`config.mk`:
```
export PLATFORM = sky130hd
export DESIGN_NAME = i2c_bcast_slave
export DESIGN_NICKNAME = d
export VERILOG_FILES = /design/src/rtl/i2c_bcast_pkg.sv /design/src/rtl/i2c_bus_sampler.sv /design/src/rtl/i2c_scl_timer.sv /design/src/rtl/i2c_proto_fsm.sv /design/src/rtl/i2c_bcast_slave.sv
export SDC_FILE = /design/constraint.sdc
export NUM_CORES = 1
export LEC_CHECK = 0
export CORE_MARGIN = 2
export CORE_UTILIZATION = 55
export CTS_BUF_LIST = sky130_fd_sc_hd__clkbuf_8
export DETAILED_ROUTE_END_ITERATION = 8
export HOLD_SLACK_MARGIN = 0.02
export PLACE_DENSITY = 0.75
export SYNTH_ARGS = -nofsm -noshare
export SYNTH_HDL_FRONTEND = slang
export SYNTH_SLANG_ARGS = --single-unit
```
`constraint.sdc`:
```
create_clock -name clk -period 3.61 [get_ports clk]
set_input_delay 0.722 -clock clk [delete_from_list [all_inputs] [get_ports clk]]
set_output_delay 0.722 -clock clk [all_outputs]
set_load 0.03 [all_outputs]
```
`src/rtl/i2c_bcast_pkg.sv`:
```
package i2c_bcast_pkg;

    localparam int BYTE_W = 8;

    localparam logic [BYTE_W-1:0] BCAST_WR_BYTE = 8'h00;
    localparam logic [BYTE_W-1:0] BCAST_RD_BYTE = 8'h01;
    localparam logic [BYTE_W-1:0] GC_RESET_CMD  = 8'h06;

    typedef enum logic [2:0] {
        ST_IDLE,
        ST_RX,
        ST_RX_ACK,
        ST_TX,
        ST_TX_ACK
    } bus_state_e;

    typedef enum logic [2:0] {
        MD_NONE,
        MD_OWN_WR,
        MD_OWN_RD,
        MD_BC_WR,
        MD_BC_RD,
        MD_IGNORE
    } xfer_mode_e;

endpackage

```
`src/rtl/i2c_bus_sampler.sv`:
```
module i2c_bus_sampler (
    input  logic clk,
    input  logic rst_n,
    input  logic scl_i,
    input  logic sda_i,
    output logic scl_s,
    output logic sda_s,
    output logic scl_rise,
    output logic scl_fall,
    output logic start_det,
    output logic stop_det
);

    typedef struct packed {
        logic [1:0] scl_sy;
        logic [1:0] sda_sy;
        logic       scl_p;
        logic       sda_p;
    } smp_t;

    smp_t smp_d, smp_q;

    always_comb begin
        smp_d        = smp_q;
        smp_d.scl_sy = {smp_q.scl_sy[0], scl_i};
        smp_d.sda_sy = {smp_q.sda_sy[0], sda_i};
        smp_d.scl_p  = smp_q.scl_sy[1];
        smp_d.sda_p  = smp_q.sda_sy[1];
    end

    always_ff @(posedge clk or negedge rst_n) begin
        if (!rst_n) begin
            smp_q <= '1;
        end else begin
            smp_q <= smp_d;
        end
    end

    assign scl_s     = smp_q.scl_sy[1];
    assign sda_s     = smp_q.sda_sy[1];
    assign scl_rise  = scl_s & ~smp_q.scl_p;
    assign scl_fall  = ~scl_s & smp_q.scl_p;
    assign start_det = scl_s & smp_q.scl_p & smp_q.sda_p & ~sda_s;
    assign stop_det  = scl_s & smp_q.scl_p & ~smp_q.sda_p & sda_s;

endmodule

```
`src/rtl/i2c_scl_timer.sv`:
```
module i2c_scl_timer #(
    parameter int TIMEOUT_CYCLES = 6_000_000
) (
    input  logic clk,
    input  logic rst_n,
    input  logic scl_s,
    output logic tmo
);

    localparam int CW = $clog2(TIMEOUT_CYCLES + 1);
    localparam logic [CW-1:0] LIMIT   = CW'(TIMEOUT_CYCLES);
    localparam logic [CW-1:0] LAST_LO = CW'(TIMEOUT_CYCLES - 1);

    typedef struct packed {
        logic [CW-1:0] cnt;
    } tmr_t;

    tmr_t tmr_d, tmr_q;

    always_comb begin
        tmr_d = tmr_q;
        if (scl_s) begin
            tmr_d.cnt = '0;
        end else if (tmr_q.cnt != LIMIT) begin
            tmr_d.cnt = tmr_q.cnt + 1'b1;
        end
    end

    always_ff @(posedge clk or negedge rst_n) begin
        if (!rst_n) begin
            tmr_q <= '0;
        end else begin
            tmr_q <= tmr_d;
        end
    end

    // single pulse on the cycle the low time reaches the limit
    assign tmo = ~scl_s && (tmr_q.cnt == LAST_LO);

endmodule

```
`src/rtl/i2c_proto_fsm.sv`:
```
module i2c_proto_fsm
    import i2c_bcast_pkg::*;
#(
    parameter int          PTR_W     = 2,
    parameter int          IDX_W     = 3,
    parameter logic [6:0]  ADDR_BASE = 7'h70
) (
    input  logic              clk,
    input  logic              rst_n,
    input  logic              sda_s,
    input  logic              scl_rise,
    input  logic              scl_fall,
    input  logic              start_det,
    input  logic              stop_det,
    input  logic              tmo,
    input  logic [IDX_W-1:0]  strap_idx,
    input  logic [BYTE_W-1:0] rd_data,
    output logic              sda_oe,
    output logic [PTR_W-1:0]  ptr,
    output logic              wr_en,
    output logic [BYTE_W-1:0] wr_data,
    output logic              rd_en,
    output logic              gc_rst
);

    localparam int CNT_W = $clog2(BYTE_W + 1);
    localparam logic [CNT_W-1:0] LAST_BIT = CNT_W'(BYTE_W - 1);
    localparam logic [CNT_W-1:0] ALL_BITS = CNT_W'(BYTE_W);

    typedef struct packed {
        bus_state_e        st;
        xfer_mode_e        md;
        logic [CNT_W-1:0]  bit_cnt;
        logic [1:0]        byte_no;
        logic [BYTE_W-1:0] sh;
        logic              ack;
        logic              oe;
        logic [PTR_W-1:0]  ptr;
        logic [IDX_W-1:0]  slot;
        logic              own_slot;
        logic              mack;
        logic              wr;
        logic [BYTE_W-1:0] wdat;
        logic              gc;
        logic              rd;
    } fsm_t;

    fsm_t fsm_d, fsm_q;

    logic [BYTE_W-1:0] rx_byte;
    logic [6:0]        own_addr;

    assign rx_byte  = {fsm_q.sh[BYTE_W-2:0], sda_s};
    assign own_addr = ADDR_BASE | 7'(strap_idx);

    // set up one transmit byte slot: drive it when it belongs to this device
    function automatic fsm_t open_slot(fsm_t s, logic [IDX_W-1:0] ns,
                                       logic [IDX_W-1:0] idx,
                                       logic [BYTE_W-1:0] rdat);
        fsm_t r;
        r          = s;
        r.st       = ST_TX;
        r.slot     = ns;
        r.bit_cnt  = '0;
        r.own_slot = (s.md == MD_OWN_RD) || (ns == idx);
        if (r.own_slot) begin
            r.sh = rdat;
            r.oe = ~rdat[BYTE_W-1];
            r.rd = 1'b1;
        end else begin
            r.oe = 1'b0;
        end
        return r;
    endfunction

    always_comb begin
        fsm_d    = fsm_q;
        fsm_d.wr = 1'b0;
        fsm_d.gc = 1'b0;
        fsm_d.rd = 1'b0;

        if (tmo) begin
            fsm_d.st = ST_IDLE;
            fsm_d.md = MD_NONE;
            fsm_d.oe = 1'b0;
        end else if (start_det) begin
            fsm_d.st      = ST_RX;
            fsm_d.md      = MD_NONE;
            fsm_d.oe      = 1'b0;
            fsm_d.bit_cnt = '0;
            fsm_d.byte_no = '0;
        end else if (stop_det) begin
            fsm_d.st = ST_IDLE;
            fsm_d.md = MD_NONE;
            fsm_d.oe = 1'b0;
        end else begin
            unique case (fsm_q.st)
                ST_IDLE: begin
                    fsm_d.oe = 1'b0;
                end

                ST_RX: begin
                    if (scl_rise && fsm_q.bit_cnt != ALL_BITS) begin
                        fsm_d.sh      = rx_byte;
                        fsm_d.bit_cnt = fsm_q.bit_cnt + 1'b1;
                        if (fsm_q.bit_cnt == LAST_BIT) begin
                            fsm_d.ack = 1'b1;
                            if (fsm_q.byte_no != 2'd3) begin
                                fsm_d.byte_no = fsm_q.byte_no + 1'b1;
                            end
                            unique case (fsm_q.byte_no)
                                2'd0: begin
                                    if (rx_byte[BYTE_W-1:1] == own_addr) begin
                                        fsm_d.md = rx_byte[0] ? MD_OWN_RD : MD_OWN_WR;
                                    end else if (rx_byte == BCAST_WR_BYTE) begin
                                        fsm_d.md = MD_BC_WR;
                                    end else if (rx_byte == BCAST_RD_BYTE) begin
                                        fsm_d.md = MD_BC_RD;
                                    end else begin
                                        fsm_d.ack = 1'b0;
                                    end
                                end
                                2'd1: begin
                                    if (fsm_q.md == MD_OWN_WR) begin
                                        fsm_d.ptr = rx_byte[PTR_W-1:0];
                                    end else if (fsm_q.md == MD_BC_WR) begin
                                        if (rx_byte == GC_RESET_CMD) begin
                                            fsm_d.gc  = 1'b1;
                                            fsm_d.ptr = '0;
                                            fsm_d.md  = MD_IGNORE;
                                        end else if (rx_byte[BYTE_W-1:PTR_W] == '0) begin
                                            fsm_d.ptr = rx_byte[PTR_W-1:0];
                                        end else begin
                                            fsm_d.md = MD_IGNORE;
                                        end
                                    end
                                end
                                2'd2: begin
                                    if (fsm_q.md == MD_OWN_WR || fsm_q.md == MD_BC_WR) begin
                                        fsm_d.wr   = 1'b1;
                                        fsm_d.wdat = rx_byte;
                                    end
                                end
                                default: begin
                                end
                            endcase
                        end
                    end else if (scl_fall && fsm_q.bit_cnt == ALL_BITS) begin
                        fsm_d.bit_cnt = '0;
                        fsm_d.oe      = fsm_q.ack;
                        fsm_d.st      = fsm_q.ack ? ST_RX_ACK : ST_IDLE;
                    end
                end

                ST_RX_ACK: begin
                    if (scl_fall) begin
                        fsm_d.oe = 1'b0;
                        if (fsm_q.md == MD_OWN_RD || fsm_q.md == MD_BC_RD) begin
                            fsm_d = open_slot(fsm_d, '0, strap_idx, rd_data);
                        end else begin
                            fsm_d.st = ST_RX;
                        end
                    end
                end

                ST_TX: begin
                    if (scl_rise) begin
                        fsm_d.bit_cnt = fsm_q.bit_cnt + 1'b1;
                    end else if (scl_fall) begin
                        if (fsm_q.bit_cnt == ALL_BITS) begin
                            fsm_d.oe      = 1'b0;
                            fsm_d.bit_cnt = '0;
                            fsm_d.st      = ST_TX_ACK;
                        end else if (fsm_q.own_slot) begin
                            fsm_d.sh = {fsm_q.sh[BYTE_W-2:0], 1'b1};
                            fsm_d.oe = ~fsm_q.sh[BYTE_W-2];
                        end
                    end
                end

                ST_TX_ACK: begin
                    if (scl_rise) begin
                        fsm_d.mack = ~sda_s;
                    end else if (scl_fall) begin
                        if (!fsm_q.mack ||
                            (fsm_q.md == MD_BC_RD && fsm_q.own_slot)) begin
                            fsm_d.st = ST_IDLE;
                            fsm_d.md = MD_NONE;
                        end else if (fsm_q.md == MD_BC_RD) begin
                            fsm_d = open_slot(fsm_d, fsm_q.slot + 1'b1, strap_idx, rd_data);
                        end else begin
                            fsm_d = open_slot(fsm_d, fsm_q.slot, strap_idx, rd_data);
                        end
                    end
                end

                default: begin
                    fsm_d.st = ST_IDLE;
                end
            endcase
        end
    end

    always_ff @(posedge clk or negedge rst_n) begin
        if (!rst_n) begin
            fsm_q    <= '0;
            fsm_q.st <= ST_IDLE;
            fsm_q.md <= MD_NONE;
        end else begin
            fsm_q <= fsm_d;
        end
    end

    assign sda_oe  = fsm_q.oe;
    assign ptr     = fsm_q.ptr;
    assign wr_en   = fsm_q.wr;
    assign wr_data = fsm_q.wdat;
    assign rd_en   = fsm_q.rd;
    assign gc_rst  = fsm_q.gc;

endmodule

```
`src/rtl/i2c_bcast_slave.sv`:
```
module i2c_bcast_slave
    import i2c_bcast_pkg::*;
#(
    parameter int         TIMEOUT_CYCLES = 6_000_000,
    parameter int         PTR_W          = 2,
    parameter int         IDX_W          = 3,
    parameter logic [6:0] ADDR_BASE      = 7'h70
) (
    input  logic              clk,
    input  logic              rst_n,
    input  logic              scl_i,
    input  logic              sda_i,
    output logic              sda_oe,
    input  logic [IDX_W-1:0]  strap_idx,
    output logic [PTR_W-1:0]  reg_addr,
    output logic              reg_wr_en,
    output logic [BYTE_W-1:0] reg_wr_data,
    output logic              reg_rd_en,
    input  logic [BYTE_W-1:0] reg_rd_data,
    output logic              gc_reset
);

    logic scl_s;
    logic sda_s;
    logic scl_rise;
    logic scl_fall;
    logic start_det;
    logic stop_det;
    logic tmo;

    i2c_bus_sampler u_sampler (
        .clk       (clk),
        .rst_n     (rst_n),
        .scl_i     (scl_i),
        .sda_i     (sda_i),
        .scl_s     (scl_s),
        .sda_s     (sda_s),
        .scl_rise  (scl_rise),
        .scl_fall  (scl_fall),
        .start_det (start_det),
        .stop_det  (stop_det)
    );

    i2c_scl_timer #(
        .TIMEOUT_CYCLES (TIMEOUT_CYCLES)
    ) u_timer (
        .clk   (clk),
        .rst_n (rst_n),
        .scl_s (scl_s),
        .tmo   (tmo)
    );

    i2c_proto_fsm #(
        .PTR_W     (PTR_W),
        .IDX_W     (IDX_W),
        .ADDR_BASE (ADDR_BASE)
    ) u_fsm (
        .clk       (clk),
        .rst_n     (rst_n),
        .sda_s     (sda_s),
        .scl_rise  (scl_rise),
        .scl_fall  (scl_fall),
        .start_det (start_det),
        .stop_det  (stop_det),
        .tmo       (tmo),
        .strap_idx (strap_idx),
        .rd_data   (reg_rd_data),
        .sda_oe    (sda_oe),
        .ptr       (reg_addr),
        .wr_en     (reg_wr_en),
        .wr_data   (reg_wr_data),
        .rd_en     (reg_rd_en),
        .gc_rst    (gc_reset)
    );

endmodule

```
==> metrics.md, run 1 <==
| Metric | Value |
|---|---|
| Final HPWL DP | `6.24 mm` |
| Max-slew headroom | `0.442` |
| All-Layer GR Usage | `0.236` |
| F_max | `0.368 GHz` |
| Post-synthesis async set-or-reset flop share | `1.00` |
| Crit path depth | `6` |
| Simple-gate share of the synthesized area | `0.237` |
| I/O pin total | `29` |
| Routability congestion estimate | `0.918` |
| Share of post-route cells with drive strength above 1 | `0.139` |
| Hold Path Origin | `u_sampler.smp_d[3]` |
| TNS Setup | `0 ns` |
| Synth Instances | `437` |
| Most frequent cells in the layout | `62 x dfrtp_1, 45 x nor2_1, 28 x nand2_1, 27 x clkdlybuf4s50_1, 25 x nand3_1` |
| Sw Share | `0.270` |
| Clock Sinks | `68` |
| Final number of setup-violating endpoints | `0` |
| CP Launch Type | `input port` |
| First-pass GRT wire length | `15.7 mm` |
| Area post-placement | `4430 sq um` |
| VDD IR max | `213 uV` |
| Synth Area in Compound Gates | `0.136` |
| Main combinational cell family by area after synthesis | `simple AND/OR/NAND/NOR gates` |
| Measured slew at the worst slew-check pin | `0.838 ns` |
| Clk slew on worst S/H paths | `0.07 ns` |
| Die X | `90.9 um` |
| Crit path buffers/inverters | `1` |
| Hold Crit Depth | `0` |
| Int Pwr | `1.31 mW` |
| R2r startpoint | `u_fsm.fsm_q[38]` |
| Crit. End Element | `flip-flop` |
| Fin area | `4650 sq um` |
| Adder-Cell Fraction of Synth Area | `0.0362` |
| Top cells by area, synth | `dfrtp_1 37%, mux2_2 4.6%, nor2_1 4.1%, dfstp_2 3.8%, ha_1 3.6%` |
| Minimum clock period | `2.72 ns` |
| Port buffer count | `28` |
| Largest net degree at the start of global routing | `69` |
| Hold Vio Cnt, Final | `0` |
| CTS max path bufs | `2` |
| CTS root buf | `clkbuf_8` |
| H-tree Lvls | `3` |
| Final WL | `9.13 mm` |
| EDFF count, synth | `0` |
| Mux contribution to synthesized area | `0.0558` |
| Setup repair bufs after CTS | `0` |
| Row cnt | `31` |
| Drt wl/cell | `16.4 um` |
| Drt pass-1 iters | `5` |
| FF+latch count, synth | `68` |
| Post-Layout Cell Count | `558` |
| Kind of critical path | `in -> reg` |
| CTS tree | `done` |
| Outcome | `finished clean` |
| Comb pwr share | `0.137` |
| WP data arrival | `2.94 ns` |
| Yosys top cell by area | `dfrtp_1` |
| Reg2Reg Depth | `5` |
| Distinct cell type count after synthesis | `72` |
| Worst stage delay on the critical path | `0.57 ns` |
| Filler Cells Inserted | `645` |
| Initial antenna violation count | `0` |
| Vias in the first global route | `3,227` |
| Number of buffers created by CTS | `9` |
| Leakage | `1.90 nW` |
| Starting Density | `0.569` |
| Die H | `90.9 um` |
| DR vias/cell | `5.96` |
| Clk pwr share | `0.389` |
| RSZ-0062 raised after global routing | `no` |
| Worst setup startpoint | `strap_idx[2]` |
| Synth Net Count | `464` |
| Worst Path Max Fanout | `7` |
| Final Core Density | `0.638` |
| Post-synth top area share | `0.374` |
| Cell Area, Synth | `4150 sq um` |
| Register area share after synthesis | `0.412` |
| Resize count post-CTS | `0` |
| Area of the core | `7290 sq um` |
| Crit-path leading delay family | `buffers and inverters` |
| Post-synthesis xor/xnor area fraction | `0.0669` |
| Sw Pwr | `0.487 mW` |
| Remaining DRCs | `0` |
| Max-cap violations | `0` |
| Internal reg-to-reg setup slack | `0.96 ns` |
| Grt total ovfl | `0` |
| P per Cell Area | `387 nW/um^2` |
| Most used DFF post-synth | `dfrtp_1` |
| Die ar. | `8250 sq um` |
| Hold crit path type | `reg -> reg` |
| Placed cells | `542` |
| Most common cell after layout, fill and taps aside | `dfrtp_1` |
| Hold-fix buffers, CTS | `0` |
| Crit-path cells | `clkdlybuf4s50_1 > xor3_1 > o311a_1 > o211ai_1 > nand3_1 > mux2_2` |
| Synthesis-to-finish area growth | `12.1%` |
| Sequential fraction of design power | `0.474` |
| 1st-iter DRT viols | `252` |
| Post-layout nets | `481` |
| Syn. warnings | `0` |
| DR vias | `3,325` |
| ANT nets after route | `0` |
| Worst-Skew Late Latency | `0.35 ns` |
| Req. time, crit path | `3.84 ns` |
| Period utilization | `0.753` |
| CP max stage cell | `clkdlybuf4s50_1` |
| Antenna diodes | `0` |
| Skew final | `0.0118 ns` |
| Average size of a mapped cell | `9.49 sq um` |
| Slew Viols, Final | `0` |
==> worst reg2reg max path: stages (launching register included) <==
cell	delay [ns]
dfrtp_1	0.64
or3b_1	0.54
or2_2	0.34
nor2_1	0.18
and3_1	0.45
mux2_2	0.39
==> registers in the layout (all words and copies together) (netlist names) <==
name,count
u_fsm.sda_oe,1
u_timer.tmr_q,23
u_fsm.wr_data,8
u_sampler.scl_s,1
u_fsm.gc_rst,1
u_fsm.ptr,2
u_fsm.rd_en,1
u_sampler.smp_d,2
u_sampler.sda_s,1
u_fsm.fsm_q,25
u_fsm.wr_en,1
u_sampler.smp_q,2
==> worst paths after layout <==
kind | end
worst min register to register | u_sampler.sda_s
min in group asynchronous | u_fsm.fsm_q[30]
worst max-delay path | u_fsm.fsm_q[26]
worst max register to register | u_fsm.wr_data[6]
max in group asynchronous | u_fsm.fsm_q[26]
worst min-delay path | u_sampler.sda_s
==> logic make-up (layout without fill, tap and decap cells) <==
group,count (synthesis),count (layout)
compound gates,84,84
xor+xnor,30,30
fa+ha+maj,12,12
buf+inv,47,69
flops,68,68
mux,21,21
simple gates,175,175
==> area by class of cell <==
type	count	area [sq um]	area share
inverter	19	71.3	0.0153
sequential	68	1710	0.368
tap	99	124	0.0266
multi-input combinational	322	2210	0.475
clock inverter	6	80.1	0.0172
timing repair buffer	34	320	0.0689
clock buffer	10	138	0.0296
==> per-layer routing <==
layer  up-vias  wire (um)  GRT usage
li1       1579          -          -
met1      1614       4280      0.340
met2       122       4170      0.364
met3        10        536     0.0359
met4         0        143     0.0808
met5         -          0          0
==> synth_stat cells, types with 6 or more instances <==
master     n
xor2_1    16
mux2_2    17
or3_1      7
clkbuf_1  12
dfrtp_1   62
inv_1     19
ha_1      12
nand2_1   28
a21oi_1   18
nand2b_1   9
a31oi_1    7
nand3_1   25
nor3_1    11
xnor2_1   13
nor2_1    45
buf_4     12
o21ai_0   20
dfstp_2    6
==> power by group through the flow <==
stage          clock network (mW)  logic [mW]  registers [mW]
6_report                    0.701       0.247           0.853
2_1_floorplan                   0       0.198           0.836
4_1_cts                     0.707       0.249           0.852
3_5_place_dp                    0       0.248           0.866
5_1_grt                     0.743       0.275           0.859
3_3_place_gp                    0       0.240           0.864
==> per-stage QoR <==
stage	worst slack [ns]	hold slack (ns)	power (mW)
5_1_grt	0.751	0.361	1.88
6_report	0.893	0.356	1.80
3_3_place_gp	0.587	0.346	1.10
3_5_place_dp	0.548	0.347	1.11
4_1_cts	0.900	0.357	1.81
2_1_floorplan	1.02	0.345	1.03
Power figures use the tool's default switching activity.
==> inputs of run 2 (changes only) <==
- PLACE_DENSITY: 0.75 -> 0.78
- clock period: 3.61 -> 2.3 ns (I/O delays scaled with it)
==> metrics.md, run 2 (synthesis results as in run 1) <==
| Metric | Value |
|---|---|
| Grt total ovfl | `0 (unchanged)` |
| Worst setup startpoint | `u_fsm.fsm_q[13] (was strap_idx[2])` |
| Antenna diodes | `0 (unchanged)` |
| Worst Path Max Fanout | `7 (unchanged)` |
| I/O pin total | `29 (unchanged)` |
| Slew Viols, Final | `0 (unchanged)` |
| Final Core Density | `0.684 (was 0.638)` |
| CP max stage cell | `dfrtp_1 (was clkdlybuf4s50_1)` |
| Final hold slack | `0.116 ns (was 0.356 ns)` |
| Most common cell after layout, fill and taps aside | `dfrtp_1 (unchanged)` |
| Max-slew headroom | `0.622 (was 0.442)` |
| CTS tree | `done (unchanged)` |
| R2r startpoint | `u_fsm.fsm_q[13] (was u_fsm.fsm_q[38])` |
| Crit-path cells | `ha_2 > xor3_1 > o311a_1 > o211ai_1 > nand3_4 > mux2_4 (was clkdlybuf4s50_1 > xor3_1 > o311a_1 > o211ai_1 > nand3_1 > mux2_2)` |
| H-tree Lvls | `3 (unchanged)` |
| ANT nets after route | `0 (unchanged)` |
| Worst-Skew Late Latency | `0.34 ns (was 0.35 ns)` |
| Vias in the first global route | `3,376 (was 3,227)` |
| Clk slew on worst S/H paths | `0.07 ns (about the same)` |
| Total power | `2.74 mW (was 1.80 mW)` |
| Post-Layout Cell Count | `593 (was 558)` |
| Synthesis-to-finish area growth | `20.3% (was 12.1%)` |
| DR vias/cell | `5.86 (was 5.96)` |
| Initial antenna violation count | `0 (unchanged)` |
| Area of the core | `7290 sq um (unchanged)` |
| Worst setup path endpoint | `u_fsm.fsm_q[26] (unchanged)` |
| DR vias | `3,476 (was 3,325)` |
| Hold-fix buffers, CTS | `0 (unchanged)` |
| Starting Density | `0.569 (unchanged)` |
| Hold crit path type | `in -> async (was reg -> reg)` |
| Port buffer count | `28 (unchanged)` |
| Period utilization | `0.984` |
| Share of post-route cells with drive strength above 1 | `0.223 (was 0.139)` |
| Biggest register | `u_fsm.fsm_q (unchanged)` |
| VDD IR max | `368 uV (was 213 uV)` |
| P per Cell Area | `549 nW/um^2 (was 387 nW/um^2)` |
| Reg-to-reg endpoint | `u_fsm.fsm_q[26] (was u_fsm.wr_data[6])` |
| Number of buffers created by CTS | `9 (unchanged)` |
| Final WL | `9.70 mm (was 9.13 mm)` |
| Clock Sinks | `68 (unchanged)` |
| Most frequent cells in the layout | `62 x dfrtp_1, 44 x nor2_1, 38 x buf_4, 28 x nand2_1, 27 x clkdlybuf4s50_1 (was 62 x dfrtp_1, 45 x nor2_1, 28 x nand2_1, 27 x clkdlybuf4s50_1, 25 x nand3_1)` |
| Die H | `90.9 um (unchanged)` |
| Drt wl/cell | `16.3 um (was 16.4 um)` |
| F_max | `0.442 GHz` |
| Hold Vio Cnt, Final | `0 (unchanged)` |
| Measured slew at the worst slew-check pin | `0.561 ns (was 0.838 ns)` |
| Req. time, crit path | `2.53 ns (was 3.84 ns)` |
| Drt pass-1 iters | `6 (was 5)` |
| Skew final | `0.00954 ns (was 0.0118 ns)` |
| Internal reg-to-reg setup slack | `0.04 ns (was 0.96 ns)` |
| First-pass GRT wire length | `16.1 mm (was 15.7 mm)` |
| 1st-iter DRT viols | `316 (was 252)` |
| Largest net degree at the start of global routing | `69 (unchanged)` |
| Die X | `90.9 um (unchanged)` |
| Post-layout nets | `516 (was 481)` |
| Minimum clock period | `2.26 ns` |
| Crit. End Element | `flip-flop (unchanged)` |
| Final HPWL DP | `6.93 mm (was 6.24 mm)` |
| CTS max path bufs | `2 (unchanged)` |
| Max-cap violations | `0 (unchanged)` |
| Outcome | `finished clean (unchanged)` |
| Placed cells | `573 (was 542)` |
| Final number of setup-violating endpoints | `0 (unchanged)` |
| WP data arrival | `2.49 ns (was 2.94 ns)` |
| Die ar. | `8250 sq um (unchanged)` |
| Routability congestion estimate | `0.953 (was 0.918)` |
| CTS root buf | `clkbuf_8 (unchanged)` |
| TNS Setup | `0 ns (unchanged)` |
| Kind of critical path | `reg -> reg (was in -> reg)` |
| Worst stage delay on the critical path | `0.40 ns (was 0.57 ns)` |
| Reg2Reg Depth | `6 (was 5)` |
| Remaining DRCs | `0 (unchanged)` |
| Leakage | `2.11 nW (was 1.90 nW)` |
| All-Layer GR Usage | `0.244 (was 0.236)` |
| Row cnt | `31 (unchanged)` |
| Max reg flops | `25 (unchanged)` |
| CP Launch Type | `flip-flop (was input port)` |
-- run 2: report_power, final --
group / switching, mW / leakage [nW] / total (mW) / internal (mW)
clock network: 0.448 / 0.101 / 0.935 / 0.487
registers: 0.0691 / 0.911 / 1.32 / 1.25
logic: 0.250 / 1.10 / 0.487 / 0.237
-- run 2: per-stage QoR --
stage               setup WS, ns  cell area, sq um
floorplan                 0.0131              4160
global placement          -0.310              4690
detailed placement        -0.368              4690
CTS                       0.0150              4880
global route             -0.0430              4990
finish                    0.0375              4990
-- run 2: worst min path at each step --
stage / depth (start not counted) / start / slack [ns] / end
after floorplan: 0 / rst_n / 0.16 / u_fsm.fsm_q[11]
after global placement: 0 / u_sampler.smp_d[3] / 0.35 / u_sampler.sda_s
after detailed placement: 0 / u_sampler.smp_d[3] / 0.35 / u_sampler.sda_s
after CTS: 2 / rst_n / 0.14 / u_fsm.wr_data[7]
after global routing: 2 / rst_n / 0.16 / u_timer.tmr_q[12]
final: 2 / rst_n / 0.12 / u_timer.tmr_q[16]
-- run 2: worst max-delay path, delay by kind of cell (launching register included) --
kind / cells / cell delay [ns]
xor+xnor: 1 / 0.39
fa+ha+maj: 1 / 0.20
compound gates: 2 / 0.64
flops: 1 / 0.40
simple gates: 1 / 0.19
mux: 1 / 0.33
-- run 2: layout make-up --
cell class	count	area (sq um)
timing repair buffer	69	612
inverter	19	71.3
multi-input combinational	322	2290
clock inverter	7	60.1
tap	99	124
clock buffer	9	124
sequential	68	1710
fill	588	2300
-- run 2: per-layer routing --
layer,wire [um],vias to the layer above,part of all wire,GRT usage
met5,0,-,0,0
met4,206,0,0.021,0.0922
met3,502,27,0.052,0.0417
met2,4710,113,0.49,0.396
met1,4280,1680,0.44,0.328
li1,-,1656,-,-
-- run 2: repair_timing --
action | in CTS | in global routing
gates resized for setup | 0 | 16
pin swaps | 2 | 6
endpoints found under the setup margin | 6 | 19
cloned | 0 | 0
setup buffers | 0 | 4
